File: config.mk
export PLATFORM = sky130hd
export DESIGN_NAME = rdma_data_port
export DESIGN_NICKNAME = d
export VERILOG_FILES = /design/src/rtl/rdma_data_port.sv
export SDC_FILE = /design/constraint.sdc
export NUM_CORES = 1
export LEC_CHECK = 0
export BUFFER_PORTS_ARGS = -buffer_cell sky130_fd_sc_hd__buf_2
export CELL_PAD_IN_SITES_DETAIL_PLACEMENT = 1
export CELL_PAD_IN_SITES_GLOBAL_PLACEMENT = 1
export CORE_ASPECT_RATIO = 1.2
export CORE_MARGIN = 2
export CORE_UTILIZATION = 28
export CTS_CLUSTER_SIZE = 28
export DETAILED_ROUTE_END_ITERATION = 8
export PLACE_DENSITY_LB_ADDON = 0.25
export SLEW_MARGIN = 5
export SYNTH_ARGS = -nofsm -noshare
export SYNTH_HDL_FRONTEND = slang
export SYNTH_SLANG_ARGS = --single-unit
export TNS_END_PERCENT = 20
File: constraint.sdc
create_clock -name clk -period 4.7 [get_ports clk]
set_input_delay 0 -clock clk [delete_from_list [all_inputs] [get_ports clk]]
set_output_delay 0 -clock clk [all_outputs]
set_load 0.01 [all_outputs]
File: src/rtl/rdma_data_port.sv
module rdma_data_port #(
  parameter int AW        = 16,
  parameter int PW        = 8,
  parameter int LOW_LIMIT = 32,
  parameter int WIN_BASE  = 16384,
  parameter int WIN_END   = 49152,
  localparam int NB       = 4,
  localparam int RW       = AW - 2
) (
  input  logic             clk,
  input  logic             rst_n,
  input  logic [7:0]       reg_wdata,
  input  logic             addr_lo_we,
  input  logic             addr_hi_we,
  input  logic             cnt_lo_we,
  input  logic             cnt_hi_we,
  input  logic [PW-1:0]    start_page,
  input  logic [PW-1:0]    stop_page,
  input  logic             cmd_we,
  input  logic             cmd_rd,
  input  logic             cmd_wr,
  input  logic             wide_mode,
  input  logic             port_dw,
  input  logic             port_rd,
  input  logic             port_wr,
  input  logic [8*NB-1:0]  port_wdata,
  output logic [8*NB-1:0]  port_rdata,
  output logic             rd_valid,
  output logic             mem_we,
  output logic [NB-1:0]    mem_be,
  output logic [NB*RW-1:0] mem_row,
  output logic [8*NB-1:0]  mem_wdata,
  input  logic [8*NB-1:0]  mem_rdata,
  input  logic             done_clr,
  output logic             done,
  output logic [AW-1:0]    cur_addr,
  output logic [AW-1:0]    cur_cnt
);
  localparam int SH = AW - PW;

  function automatic logic in_win(input logic [AW-1:0] a);
    logic [31:0] w;
    w = 32'(a);
    return (w < 32'(LOW_LIMIT)) || (w >= 32'(WIN_BASE) && w < 32'(WIN_END));
  endfunction

  logic [AW-1:0] addr_q, cnt_q, base, adv, nxt;
  logic [2:0]    sz, sz_q;
  logic [1:0]    lo_q;
  logic [NB-1:0] ok_now, ok_q;
  logic          done_q, rdv_q;
  logic          go_rd, go_wr, step, aload, cload, fin, set_done;

  assign sz    = port_dw ? 3'd4 : (wide_mode ? 3'd2 : 3'd1);
  assign base  = (port_dw || wide_mode) ? {addr_q[AW-1:1], 1'b0} : addr_q;
  assign go_rd = port_rd;
  assign go_wr = port_wr && !port_rd && (cnt_q != '0);
  assign step  = go_rd || go_wr;
  assign aload = addr_lo_we || addr_hi_we;
  assign cload = cnt_lo_we || cnt_hi_we;
  assign adv   = addr_q + AW'(sz);
  assign nxt   = (adv == {stop_page, {SH{1'b0}}}) ? {start_page, {SH{1'b0}}} : adv;
  assign fin   = cnt_q <= AW'(sz);
  assign set_done = (step && !cload && fin) ||
                    (cmd_we && (cmd_rd || cmd_wr) && cnt_q == '0);
  assign mem_we = go_wr;

  for (genvar k = 0; k < NB; k++) begin : g_bank
    logic [1:0]    lane;
    logic [AW-1:0] ba;
    assign lane = 2'(k) - base[1:0];
    assign ba   = base + AW'(lane);
    assign mem_be[k] = step && ({1'b0, lane} < sz) && in_win(ba);
    assign mem_row[k*RW +: RW] = ba[AW-1:2];
    assign mem_wdata[8*k +: 8] = port_wdata[{lane, 3'b000} +: 8];
  end

  for (genvar i = 0; i < NB; i++) begin : g_byte
    logic [1:0] bank;
    assign ok_now[i] = in_win(base + AW'(i));
    assign bank = lo_q + 2'(i);
    assign port_rdata[8*i +: 8] = (3'(i) >= sz_q) ? 8'h00 :
                                  (ok_q[i] ? mem_rdata[{bank, 3'b000} +: 8] : 8'hFF);
  end

  always_ff @(posedge clk or negedge rst_n) begin
    if (!rst_n) begin
      addr_q <= '0;
      cnt_q  <= '0;
      done_q <= 1'b0;
      rdv_q  <= 1'b0;
      sz_q   <= 3'd1;
      lo_q   <= '0;
      ok_q   <= '0;
    end else begin
      if (aload) begin
        if (addr_lo_we) addr_q[7:0]    <= reg_wdata;
        if (addr_hi_we) addr_q[AW-1:8] <= reg_wdata[AW-9:0];
      end else if (step) begin
        addr_q <= nxt;
      end
      if (cload) begin
        if (cnt_lo_we) cnt_q[7:0]    <= reg_wdata;
        if (cnt_hi_we) cnt_q[AW-1:8] <= reg_wdata[AW-9:0];
      end else if (step) begin
        cnt_q <= fin ? '0 : cnt_q - AW'(sz);
      end
      if (set_done)      done_q <= 1'b1;
      else if (done_clr) done_q <= 1'b0;
      rdv_q <= go_rd;
      if (go_rd) begin
        sz_q <= sz;
        lo_q <= base[1:0];
        ok_q <= ok_now;
      end
    end
  end

  assign rd_valid = rdv_q;
  assign done     = done_q;
  assign cur_addr = addr_q;
  assign cur_cnt  = cnt_q;

  AST_RDVALID_NEXT: assert property (@(posedge clk) disable iff (!rst_n)
    port_rd |=> rd_valid);
  AST_WR_HELD_AT_ZERO: assert property (@(posedge clk) disable iff (!rst_n)
    (port_wr && cur_cnt == '0 && !aload && !cload) |=> ($stable(cur_addr) && cur_cnt == '0));
  AST_DONE_STICKY: assert property (@(posedge clk) disable iff (!rst_n)
    (done && !done_clr) |=> done);
  AST_CNT_EXHAUST_FLAGS: assert property (@(posedge clk) disable iff (!rst_n)
    ($past(cur_cnt) != '0 && cur_cnt == '0 && !$past(cload)) |-> done);
  AST_PAD_BYTE: assert property (@(posedge clk) disable iff (!rst_n)
    (rd_valid && sz_q == 3'd1) |-> port_rdata[8*NB-1:8] == '0);
endmodule

Word level (Yosys, flattened, before mapping)

Index checks and enable logic that the tools add are counted.

Output and inout port bits: 159
Bits in latches: 0
RAM bits: 0
Logic and storage cells: 141
Register bits: 43
Memory bits (read-only): 0
Memories kept: 0

Divide/modulo/power cells: 0
Reduce and logical (&&, ||, !) cells: 47
Mux-type cells: 23
$add $sub $neg: 16
$mul: 0
$lt $le $gt $ge: 33
Bitwise logic cells: 0
Shift operators: 8
Equal/unequal tests: 5

Operator list:

| kind                                                         | number |
|---|---|
| variable part select 32 x 6 -> 8 bit                         | 8 |
| >= comparator 16 x 15 -> 1 bit (second input constant)       | 8 |
| less-than comparator 16 bit (second input constant)          | 8 |
| less-than comparator 16 x 6 -> 1 bit (second input constant) | 8 |
| 2-to-1 mux 16 bit                                            | 6 |
| 2-to-1 mux 8 bit                                             | 12 |
| adder 16 x 2 -> 16 bit                                       | 4 |
| adder 16 x 2 -> 16 bit (second input constant)               | 2 |
| logical AND 1 bit                                            | 22 |
| adder 16 x 1 -> 16 bit (second input constant)               | 1 |
| adder 16 x 3 -> 16 bit                                       | 1 |
| == test 16 bit                                               | 1 |
| <= comparator 16 x 3 -> 1 bit                                | 1 |
| zero test 16 bit                                             | 1 |
| nonzero test 16 bit                                          | 1 |
| subtractor 16 x 3 -> 16 bit                                  | 1 |
| logical OR 1 bit                                             | 14 |
| less-than comparator 2 x 3 -> 1 bit                          | 4 |
| != test 2 bit (second input constant)                        | 4 |
| AND reduction 2 bit                                          | 4 |
| >= comparator 1 x 3 -> 1 bit (first input constant)          | 2 |
| >= comparator 2 x 3 -> 1 bit (first input constant)          | 2 |
| nonzero test 2 bit                                           | 3 |
| adder 2 bit (second input constant)                          | 2 |
| other kinds (7)                                              | 12 |

Depth between registers and ports, before layout

Gate-level depths: netlist of the first run.

Word-level depth: 8
Mapped depth: 15
Depth with buffers taken out: 11

Least setup slack after synthesis of the first run

Ideal clock, no wire load.

Path type: reg2out
From: reg addr_q[0] (netlist: cur_addr[0])
To: out mem_be[2]
Slack: 722 ps
Cell stages (with the launch flop): 15
Arrival time: 3978 ps
Buffers on the path: 4
Required time: 4700 ps
Cells stage by stage: dfrtp_1 ha_1 buf_4 clkbuf_1 clkbuf_1 inv_1 ha_1 buf_4 xnor2_1 a31oi_1 nor4_1 xor2_1 a2111oi_0 or4b_1 a31oi_1

Word-level cells in the longest chain between the ends: 7
Elaborated cells between the ends (all ways): 11

Ends and longest elaborated chain:

| element                                                                       | line | source |
|---|---|---|
| start, declared                                                               | 47   | `logic [AW-1:0] addr_q, cnt_q, base, adv, nxt;` |
| start signal, assigned                                                        | 97   | `if (addr_lo_we) addr_q[7:0] <= reg_wdata;` |
| start signal, assigned by index                                               | 98   | `if (addr_hi_we) addr_q[AW-1:8] <= reg_wdata[AW-9:0];` |
| start signal, assigned                                                        | 100  | `addr_q <= nxt;` |
| 2-to-1 mux 1 bit (*)                                                          | 55   | `assign base = (port_dw \|\| wide_mode) ? {addr_q[AW-1:1], 1'b0} : addr_q;` |
| net base[0]                                                                   | 47   |  |
| subtractor 2 bit                                                              | 71   | `assign lane = 2'(k) - base[1:0];` |
| adder 16 x 2 -> 16 bit (*)                                                    | 72   | `assign ba = base + AW'(lane);` |
| net mem_row[35]                                                               | 31   | `output logic [NB*RW-1:0] mem_row,` |
| >= comparator 16 x 15 -> 1 bit or less-than comparator 16 bit (tied branches) | 44   | `return (w < 32'(LOW_LIMIT)) \|\| (w >= 32'(WIN_BASE) && w < 32'(WIN_END));` |
| logical AND 1 bit                                                             | 44   |  |
| logical OR 1 bit (*)                                                          | 44   |  |
| logical AND 1 bit (*)                                                         | 73   | `assign mem_be[k] = step && ({1'b0, lane} < sz) && in_win(ba);` |
| end, declared                                                                 | 30   | `output logic [NB-1:0] mem_be,` |

The timed path passes the listed nets; every way through them passes the cells marked *.

Final worst setup path of the first run

From: reg addr_q[1] (netlist: cur_addr[1])
To: out mem_be[2]

Word-level cells in the longest chain between the ends: 6
Elaborated cells between the ends (all ways): 10

Ends and longest elaborated chain:

| element                                                                       | line |
|---|---|
| subtractor 2 bit                                                              | 71 |
| adder 16 x 2 -> 16 bit                                                        | 72 |
| >= comparator 16 x 15 -> 1 bit or less-than comparator 16 bit (tied branches) | 44 |
| logical AND 1 bit                                                             | 44 |
| logical OR 1 bit                                                              | 44 |
| logical AND 1 bit (*)                                                         | 73 |

Every way passes the cells marked *; elsewhere a longest branch is shown, timed or not.

==> impl_metrics.json, run 1 <==
{
  "status": "finished, violations left",
  "violations": "hold timing",
  "power_density_mw_per_mm2": 268,
  "p_leak_nw": 3.45,
  "synthFlopType": "dfrtp_1",
  "critPathSlowestCell": "dfrtp_1",
  "num_io_pins": 261,
  "ys_seq_area_frac": 0.166,
  "cp_max_fo": 15,
  "crit_family": "compound AO/OA/AOI/OAI gates",
  "wirelength_mm": 25.9,
  "wl_per_cell_um": 20.8,
  "async_reset_ff_frac": 1.00,
  "cts_made_buffers": 5,
  "period_share": 0.839,
  "clock_skew_ns": 0.00812,
  "drive_gt1_frac": 0.387,
  "yosysMostFrequentCell": "mux4_2",
  "nets": 1060,
  "dpl.hpwl_mm": 20.5,
  "diodes": 0,
  "portBuffers": 260,
  "area.sequential_mm2": 0.00108,
  "viasPerCell": 5.36,
  "fp.dieW_um": 143,
  "cts.sinks": 43,
  "grt_util_all_layers": 0.210,
  "start_util": 0.282,
  "ys_ff_latch": 43,
  "crit_type": "flop to output port",
  "row_count": 61,
  "cp-start-kind": "flop",
  "htree_levels": 2,
  "end_kind": "output port",
  "gr-total-overflow": 0,
  "fin_cells": 1246,
  "syn_area_mm2": 0.00648,
  "maxSlewViolCount": 0,
  "yosysTopAreaCellShare": 0.222,
  "placed_cells": 1230,
  "first_pass_iters": 5,
  "synth_commonest_cells": "mux4_2, inv_1, xnor2_1",
  "fill_cells": 2779,
  "power_mw": 2.16,
  "cts_setup_buffers": 0,
  "ant_nets": 0,
  "hp-class": "input pin to flop",
  "ys_warn_count": 0,
  "first_global_vias": 6845,
  "coreArea_mm2": 0.0230,
  "slew_headroom": 0.296,
  "clkSlewWorstSetupHoldPaths_ns": 0.07,
  "slowest_delay_ns": 0.72,
  "drc": 0,
  "syn_nets": 860,
  "cts_root_buf": "clkbuf_16",
  "grt_max_degree": 44,
  "synth_edf_count": 0,
  "synth_area_leader_cell": "mux4_2",
  "holdWs_ns": -0.00120,
  "period_minus_slack_ns": 3.94,
  "path_common_cell": "a31oi_1",
  "max_cap_viol_count": 0,
  "multi_input_area_mm2": 0.00470,
  "gp_congestion": 0.830,
  "cp.arrival_ns": 3.94,
  "tightestPinTransition_ns": 1.05,
  "cts_tree": "yes",
  "vdd_ir_drop_max_mv": 0.113,
  "grt_pass1_wl_mm": 39.5,
  "cp.required_ns": 4.70,
  "ys_types": 69,
  "final_util": 0.351,
  "dieHeight_um": 171,
  "route.vias.total": 6677,
  "clock.fmax_mhz": 254,
  "rsz0062_at_grt": "false",
  "syn_inst": 730,
  "clockBufferDepth": 2,
  "final.setup.tns_ns": 0,
  "die_area_mm2": 0.0244,
  "finalHoldViolations": 1,
  "critPathBufInv": 3,
  "antenna_found_initial": 0,
  "syn2layout_area_growth_pct": 24.4,
  "drtIter0Drc": 200,
  "synth_area_leaders": "mux4_2, dfrtp_1, xnor2_1",
  "cp_cell_sequence": "inv_1, ha_1, buf_4, xnor2_1, a31oi_1, nor2_1, xor2_1, a2111oi_0, or4b_1, a31oi_1, buf_2",
  "avgSynthCellArea_um2": 8.88,
  "setup_viol": 0,
  "clk_latency_ns": 0.31
}
## power by group
group	leakage (nW)	internal [mW]	switching (mW)
logic	2.83	0.505	0.616
clock network	0.0959	0.309	0.185
registers	0.521	0.413	0.131
total	3.45	1.23	0.932
## flip-flops by register name (all words and copies together), names as in the netlist
| signal | count |
|---|---|
| lo_q | 2 |
| done | 1 |
| rd_valid | 1 |
| cur_cnt | 16 |
| ok_q | 4 |
| cur_addr | 16 |
| sz_q | 3 |
## kinds of logic (layout without fill, tap and decap cells)
kind of cell	Yosys count	count (layout)	share of synthesized area
XOR/XNOR	80	80	0.110
buffers and inverters	148	349	0.109
AND/OR/NAND/NOR	174	174	0.134
AO/OA/AOI/OAI	184	184	0.186
adder cells (fa/ha/maj)	28	28	0.0564
multiplexers	73	73	0.237
flip-flops	43	43	0.166
## routing by layer
layer,track usage,wire length [µm]
met2,0.364,13000
met1,0.268,10900
met5,0,0
met3,0.0311,1380
met4,0.0641,626
## final timing paths
kind / from / to / cells past startpoint / slack (ns)
worst max-delay path: cur_addr[1]$_DFFE_PN0P_ / mem_be[2] / 11 / 0.76
worst min-delay path: start_page[0] / cur_addr[8]$_DFFE_PN0P_ / 3 / -0.001
worst max register to register: cur_addr[1]$_DFFE_PN0P_ / cur_addr[13]$_DFFE_PN0P_ / 8 / 1.12
worst min register to register: lo_q[1]$_DFFE_PN0P_ / lo_q[1]$_DFFE_PN0P_ / 1 / 0.52
max in group asynchronous: rst_n / cur_addr[11]$_DFFE_PN0P_ / 3 / 3.95
min in group asynchronous: rst_n / ok_q[3]$_DFFE_PN0P_ / 3 / 0.31
## worst register-to-register path: cells and delay by family (launching register included)
kind / cells / cell delay [ns]
AOI/OAI and AO/OA: 6 / 2.18
DFF: 1 / 0.72
adders and majority gates: 1 / 0.37
and+or+nand+nor: 1 / 0.20
## cell type report
cell class | instances | share of cell area
inverter | 61 | 0.0284
clock inverter | 3 | 0.00884
timing repair buffer | 280 | 0.182
clock buffer | 5 | 0.0155
multi-input combinational | 539 | 0.582
tap | 315 | 0.0489
sequential | 43 | 0.134
## per-stage QoR
step           area [µm²]  setup slack (ns)
6_report             8060             0.758
5_1_grt              8060             0.530
3_5_place_dp         7790              1.04
4_1_cts              8060             0.770
2_1_floorplan        6480             0.722
3_3_place_gp         7790              1.16
## what timing repair did
| item | CTS | global route |
|---|---|---|
| hold endpoints to repair | 49 | 0 |
| gates resized for setup | 0 | 0 |
| hold buffers | 8 | 0 |
## layout by cell type (no fill, tap or decap), drive strengths merged, types with 10 or more instances in the layout
cell type / synthesis / layout
xor2: 19 / 19
a22oi: 15 / 15
xnor2: 60 / 60
a21oi: 48 / 48
ha: 26 / 26
nand4: 13 / 13
o21ai: 50 / 50
inv: 60 / 61
buf: 59 / 272
a31oi: 10 / 10
nor4: 11 / 11
nor2: 51 / 51
nand3: 13 / 13
nand2: 37 / 37
dfrtp: 42 / 42
mux4: 64 / 64
nor3: 17 / 17
(Power assumes the default switching activity.)
==> inputs of run 2 (changes only) <==
Clock period 4.7 ns to 3.8 ns, I/O delays scaled along.
==> impl_metrics.json, run 2 (same netlist as run 1, synthesis figures left out) <==
{
  "status": "completed",
  "final.setup.tns_ns": 0,
  "holdWs_ns": 0.00251,
  "viasPerCell": 5.33,
  "period_minus_slack_ns": 3.54,
  "cp.arrival_ns": 3.54,
  "ant_nets": 0,
  "nets": 1074,
  "cp.required_ns": 3.80,
  "hp-class": "input pin to flop",
  "cp-startpoint": "cur_addr[0]$_DFFE_PN0P_",
  "diodes": 0,
  "first_global_vias": 6836,
  "grt_pass1_wl_mm": 40.0,
  "p_leak_nw": 3.50,
  "coreArea_mm2": 0.0230,
  "dieHeight_um": 171,
  "final_util": 0.354,
  "clockBufferDepth": 2,
  "fin_ws_ns": 0.256,
  "crit_type": "flop to output port",
  "cts_made_buffers": 5,
  "max_cap_viol_count": 0,
  "dpl_cell_area_mm2": 0.00792,
  "drive_gt1_frac": 0.404,
  "period_share": 0.933,
  "cts_root_buf": "clkbuf_16",
  "cp-start-kind": "flop",
  "clock.fmax_mhz": 282,
  "multi_input_area_mm2": 0.00472,
  "row_count": 61,
  "dpl.hpwl_mm": 20.8,
  "rsz0062_at_grt": "false",
  "tightestPinTransition_ns": 1.00,
  "die_area_mm2": 0.0244,
  "vdd_ir_drop_max_mv": 0.179,
  "placed_cells": 1247,
  "stdcell_area_mm2": 0.00814,
  "clk_latency_ns": 0.31,
  "route.vias.total": 6715,
  "drtIter0Drc": 243,
  "layout_commonest_cell": "buf_2",
  "setup_viol": 0,
  "endpoint": "mem_be[0]",
  "htree_levels": 2,
  "wl_per_cell_um": 20.6,
  "rr_endpoint": "cur_addr[8]$_DFFE_PN0P_",
  "drc": 0,
  "path_common_cell": "xnor2_1",
  "antenna_found_initial": 0,
  "grt_max_degree": 44,
  "power_density_mw_per_mm2": 316,
  "cts_tree": "yes",
  "r2r_setup_slack_ns": 0.45,
  "fill_cells": 2766,
  "cp_cell_sequence": "ha_2, inv_1, ha_1, xnor2_1, a21oi_2, nor2_1, xnor2_1, or3b_1, or4_1, a31oi_1, buf_2",
  "end_kind": "output port",
  "r2r_start": "cur_addr[0]$_DFFE_PN0P_",
  "clock_skew_ns": 0.00852,
  "syn2layout_area_growth_pct": 25.6,
  "gr-total-overflow": 0,
  "finalHoldViolations": 0,
  "start_util": 0.282,
  "slowest_delay_ns": 0.43,
  "grt_util_all_layers": 0.211,
  "area.sequential_mm2": 0.00108,
  "power_mw": 2.57,
  "fp.dieW_um": 143,
  "gp_congestion": 0.886,
  "fin_cells": 1260,
  "slew_headroom": 0.327,
  "portBuffers": 260,
  "preCtsSetupSlack_ns": 0.384,
  "first_pass_iters": 4,
  "cp_max_fo": 11,
  "wirelength_mm": 25.9,
  "clkSlewWorstSetupHoldPaths_ns": 0.07,
  "final_cell_mix": "buf_2, mux4_2, inv_1, xnor2_1, nor2_1",
  "maxSlewViolCount": 0,
  "ff2ff_path_depth": 9,
  "cts.sinks": 43,
  "critPathSlowestCell": "or4_1",
  "num_io_pins": 261
}
[run 2: cell type report]
cell class | instances | area share
Tap cell | 315 | 0.0484
Clock inverter | 3 | 0.00323
Inverter | 61 | 0.0281
Multi-Input combinational cell | 539 | 0.579
Sequential cell | 43 | 0.133
Timing Repair Buffer | 294 | 0.193
Clock buffer | 5 | 0.0154
[run 2: worst min-delay path by stage]
stage | from | depth (start not counted) | slack (ns) | end
2_1_floorplan | rst_n | 0 | -0.30 | cur_addr[0]$_DFFE_PN0P_
3_3_place_gp | rst_n | 2 | 0.14 | cur_addr[11]$_DFFE_PN0P_
3_5_place_dp | rst_n | 2 | 0.15 | cur_addr[8]$_DFFE_PN0P_
4_1_cts | start_page[1] | 3 | 0.0006 | cur_addr[9]$_DFFE_PN0P_
5_1_grt | start_page[1] | 3 | 0.01 | cur_addr[9]$_DFFE_PN0P_
6_report | start_page[1] | 3 | 0.003 | cur_addr[9]$_DFFE_PN0P_
[run 2: power by group]
group | leakage, nW | internal, mW | switching [mW] | total (mW)
clock network | 0.0748 | 0.251 | 0.225 | 0.475
logic | 2.90 | 0.645 | 0.809 | 1.45
registers | 0.519 | 0.512 | 0.127 | 0.639
total | 3.50 | 1.41 | 1.16 | 2.57
[run 2: routing by layer]
metal | part of all wire | vias up | global-route usage
li1 | - | 3109 | -
met1 | 0.43 | 3355 | 0.273
met2 | 0.50 | 221 | 0.369
met3 | 0.047 | 30 | 0.0257
met4 | 0.023 | 0 | 0.0607
met5 | 0 | - | 0
[run 2: what timing repair did]
action                                  4_1_cts  5_1_grt
hold buffers                                  5        0
buffers inserted                              0        0
resized for setup                             0        5
hold endpoints to repair                     46        0
endpoints found under the setup margin        0        2
[run 2: worst max-delay path, delay by kind of cell, from the launching register on]
kind                       cells  cell delay [ns]
AOI/OAI and AO/OA              2             0.55
xor gates and xnor gates       2             0.31
adders and majority gates      2             0.71
buffers and inverters          2             0.34
DFF                            1             0.38
and+or+nand+nor                3             0.95
==> inputs of run 3 (changes only) <==
Clock period 3.8 ns to 3.4 ns, I/O delays scaled along.
==> impl_metrics.json, run 3 (same netlist as run 1, synthesis figures left out) <==
{
  "status": "completed",
  "clock_power_share": 0.184,
  "tightestPinTransition_ns": 1.29,
  "multi_input_area_mm2": 0.00479,
  "rsz0062_at_grt": "false",
  "holdPathStages": 1,
  "clock.fmax_mhz": 304,
  "hold-path-endpoint": "rd_valid$_DFF_PN0_",
  "cts_tree": "yes",
  "nets": 1100,
  "dieHeight_um": 171,
  "min-delay-start": "port_rd",
  "clockBufferDepth": 2,
  "first_pass_iters": 4,
  "final.setup.tns_ns": 0,
  "rr_endpoint": "cur_addr[11]$_DFFE_PN0P_",
  "grt_util_all_layers": 0.214,
  "drc": 0,
  "clkSlewWorstSetupHoldPaths_ns": 0.07,
  "swShare": 0.452,
  "r2r_start": "cur_addr[1]$_DFFE_PN0P_",
  "die_area_mm2": 0.0244,
  "cp.required_ns": 3.40,
  "dpl.hpwl_mm": 21.7,
  "maxSlewViolCount": 0,
  "start_util": 0.282,
  "cts_made_buffers": 5,
  "setup_viol": 0,
  "drtIter0Drc": 247,
  "grt_max_degree": 33,
  "clk_latency_ns": 0.31,
  "coreArea_mm2": 0.0230,
  "area.sequential_mm2": 0.00108,
  "slew_headroom": 0.134,
  "p_int_mw": 1.61,
  "viasPerCell": 5.34,
  "portBuffers": 260,
  "fill_cells": 2799,
  "power_density_mw_per_mm2": 349,
  "route.vias.total": 6871,
  "fp.dieW_um": 143,
  "p_leak_nw": 3.64,
  "syn2layout_area_growth_pct": 29.8,
  "wl_per_cell_um": 21.0,
  "first_global_vias": 6966,
  "num_io_pins": 261,
  "ant_nets": 0,
  "final_cell_mix": "buf_2, mux4_2, inv_1, xnor2_1, buf_4",
  "cp.arrival_ns": 3.28,
  "cp_max_fo": 10,
  "switchingPower_mw": 1.33,
  "layout_commonest_cell": "buf_2",
  "row_count": 61,
  "ff2ff_path_depth": 10,
  "htree_levels": 2,
  "antenna_found_initial": 0,
  "cts.sinks": 43,
  "crit_type": "flop to output port",
  "fin_ws_ns": 0.115,
  "holdWs_ns": 0.00393,
  "gr-total-overflow": 0,
  "grt_pass1_wl_mm": 40.3,
  "vdd_ir_drop_max_mv": 0.234,
  "finalHoldViolations": 0,
  "clock_skew_ns": 0.00604,
  "r2r_setup_slack_ns": 0.24,
  "drive_gt1_frac": 0.430,
  "end_kind": "output port",
  "max_cap_viol_count": 0,
  "hp-class": "input pin to flop",
  "gp_congestion": 0.893,
  "period_share": 0.966,
  "preCtsSetupSlack_ns": 0.246,
  "diodes": 0,
  "wirelength_mm": 27.0,
  "cts_root_buf": "clkbuf_16",
  "period_minus_slack_ns": 3.28,
  "cp-start-kind": "flop",
  "combinationalPowerShare": 0.576,
  "p_seq_frac": 0.240
}
run 3: changes by cell type in the layout (fill, tap and decap cells not counted), sizes merged:
cell | before | now
buf | 289 | 314
dlygate4sd3 | 5 | 6
run 3: worst max-delay path, cell delays in order (launching register included):
cell	delay, ns
dfrtp_1	0.59
and4_2	0.42
nand2_1	0.12
or3_1	0.40
xnor2_1	0.20
a2111oi_2	0.37
or4b_4	0.50
a31oi_2	0.21
buf_2	0.17
run 3: power groups by stage:
stage	clock, mW	combinational [mW]	sequential (mW)
floorplan	0	1.09	0.653
global placement	0	1.66	0.713
detailed placement	0	1.67	0.716
finish	0.542	1.69	0.703
CTS	0.561	1.69	0.707
global route	0.575	1.84	0.719
run 3: layout make-up:
type                            count  share of cell area
Clock inverter                      3             0.00312
Inverter                           61              0.0272
Multi-Input combinational cell    539               0.569
Timing Repair Buffer              320               0.210
Sequential cell                    43               0.129
Tap cell                          315              0.0469
Clock buffer                        5              0.0149
run 3: metrics by stage:
stage	area, µm²	util	instances	total power [mW]
final	8410	0.366	1286	2.94
after global routing	8410	0.366	1286	3.14
after CTS	8310	0.362	1278	2.95
after detailed placement	8080	0.352	1264	2.39
after global placement	8080	0.352	1264	2.37
after floorplan	6540	-	730	1.74
run 3: repair_timing:
action                     in CTS  in global routing
setup buffers                   0                  8
pin swaps                       0                  4
hold buffers                    6                  0
hold endpoints to repair       31                  0
setup endpoints to repair       1                  6
resized for setup               2                 11
run 3: how the worst max path moves through the flow:
stage	cells after the start	start	end	slack (ns)
2_1_floorplan	14	cur_addr[0]$_DFFE_PN0P_	mem_be[2]	0.04
3_3_place_gp	9	cur_addr[0]$_DFFE_PN0P_	cur_addr[8]$_DFFE_PN0P_	0.36
3_5_place_dp	10	cur_addr[0]$_DFFE_PN0P_	cur_addr[10]$_DFFE_PN0P_	0.25
4_1_cts	9	cur_addr[2]$_DFFE_PN0P_	mem_be[2]	0.03
5_1_grt	10	cur_addr[0]$_DFFE_PN0P_	cur_addr[10]$_DFFE_PN0P_	0.01
6_report	8	cur_addr[5]$_DFFE_PN0P_	mem_be[2]	0.12
run 3: metal layers:
metal	track usage	wire, µm
met1	0.262	11000
met2	0.399	14100
met3	0.0350	1540
met4	0.0319	280
met5	0	0
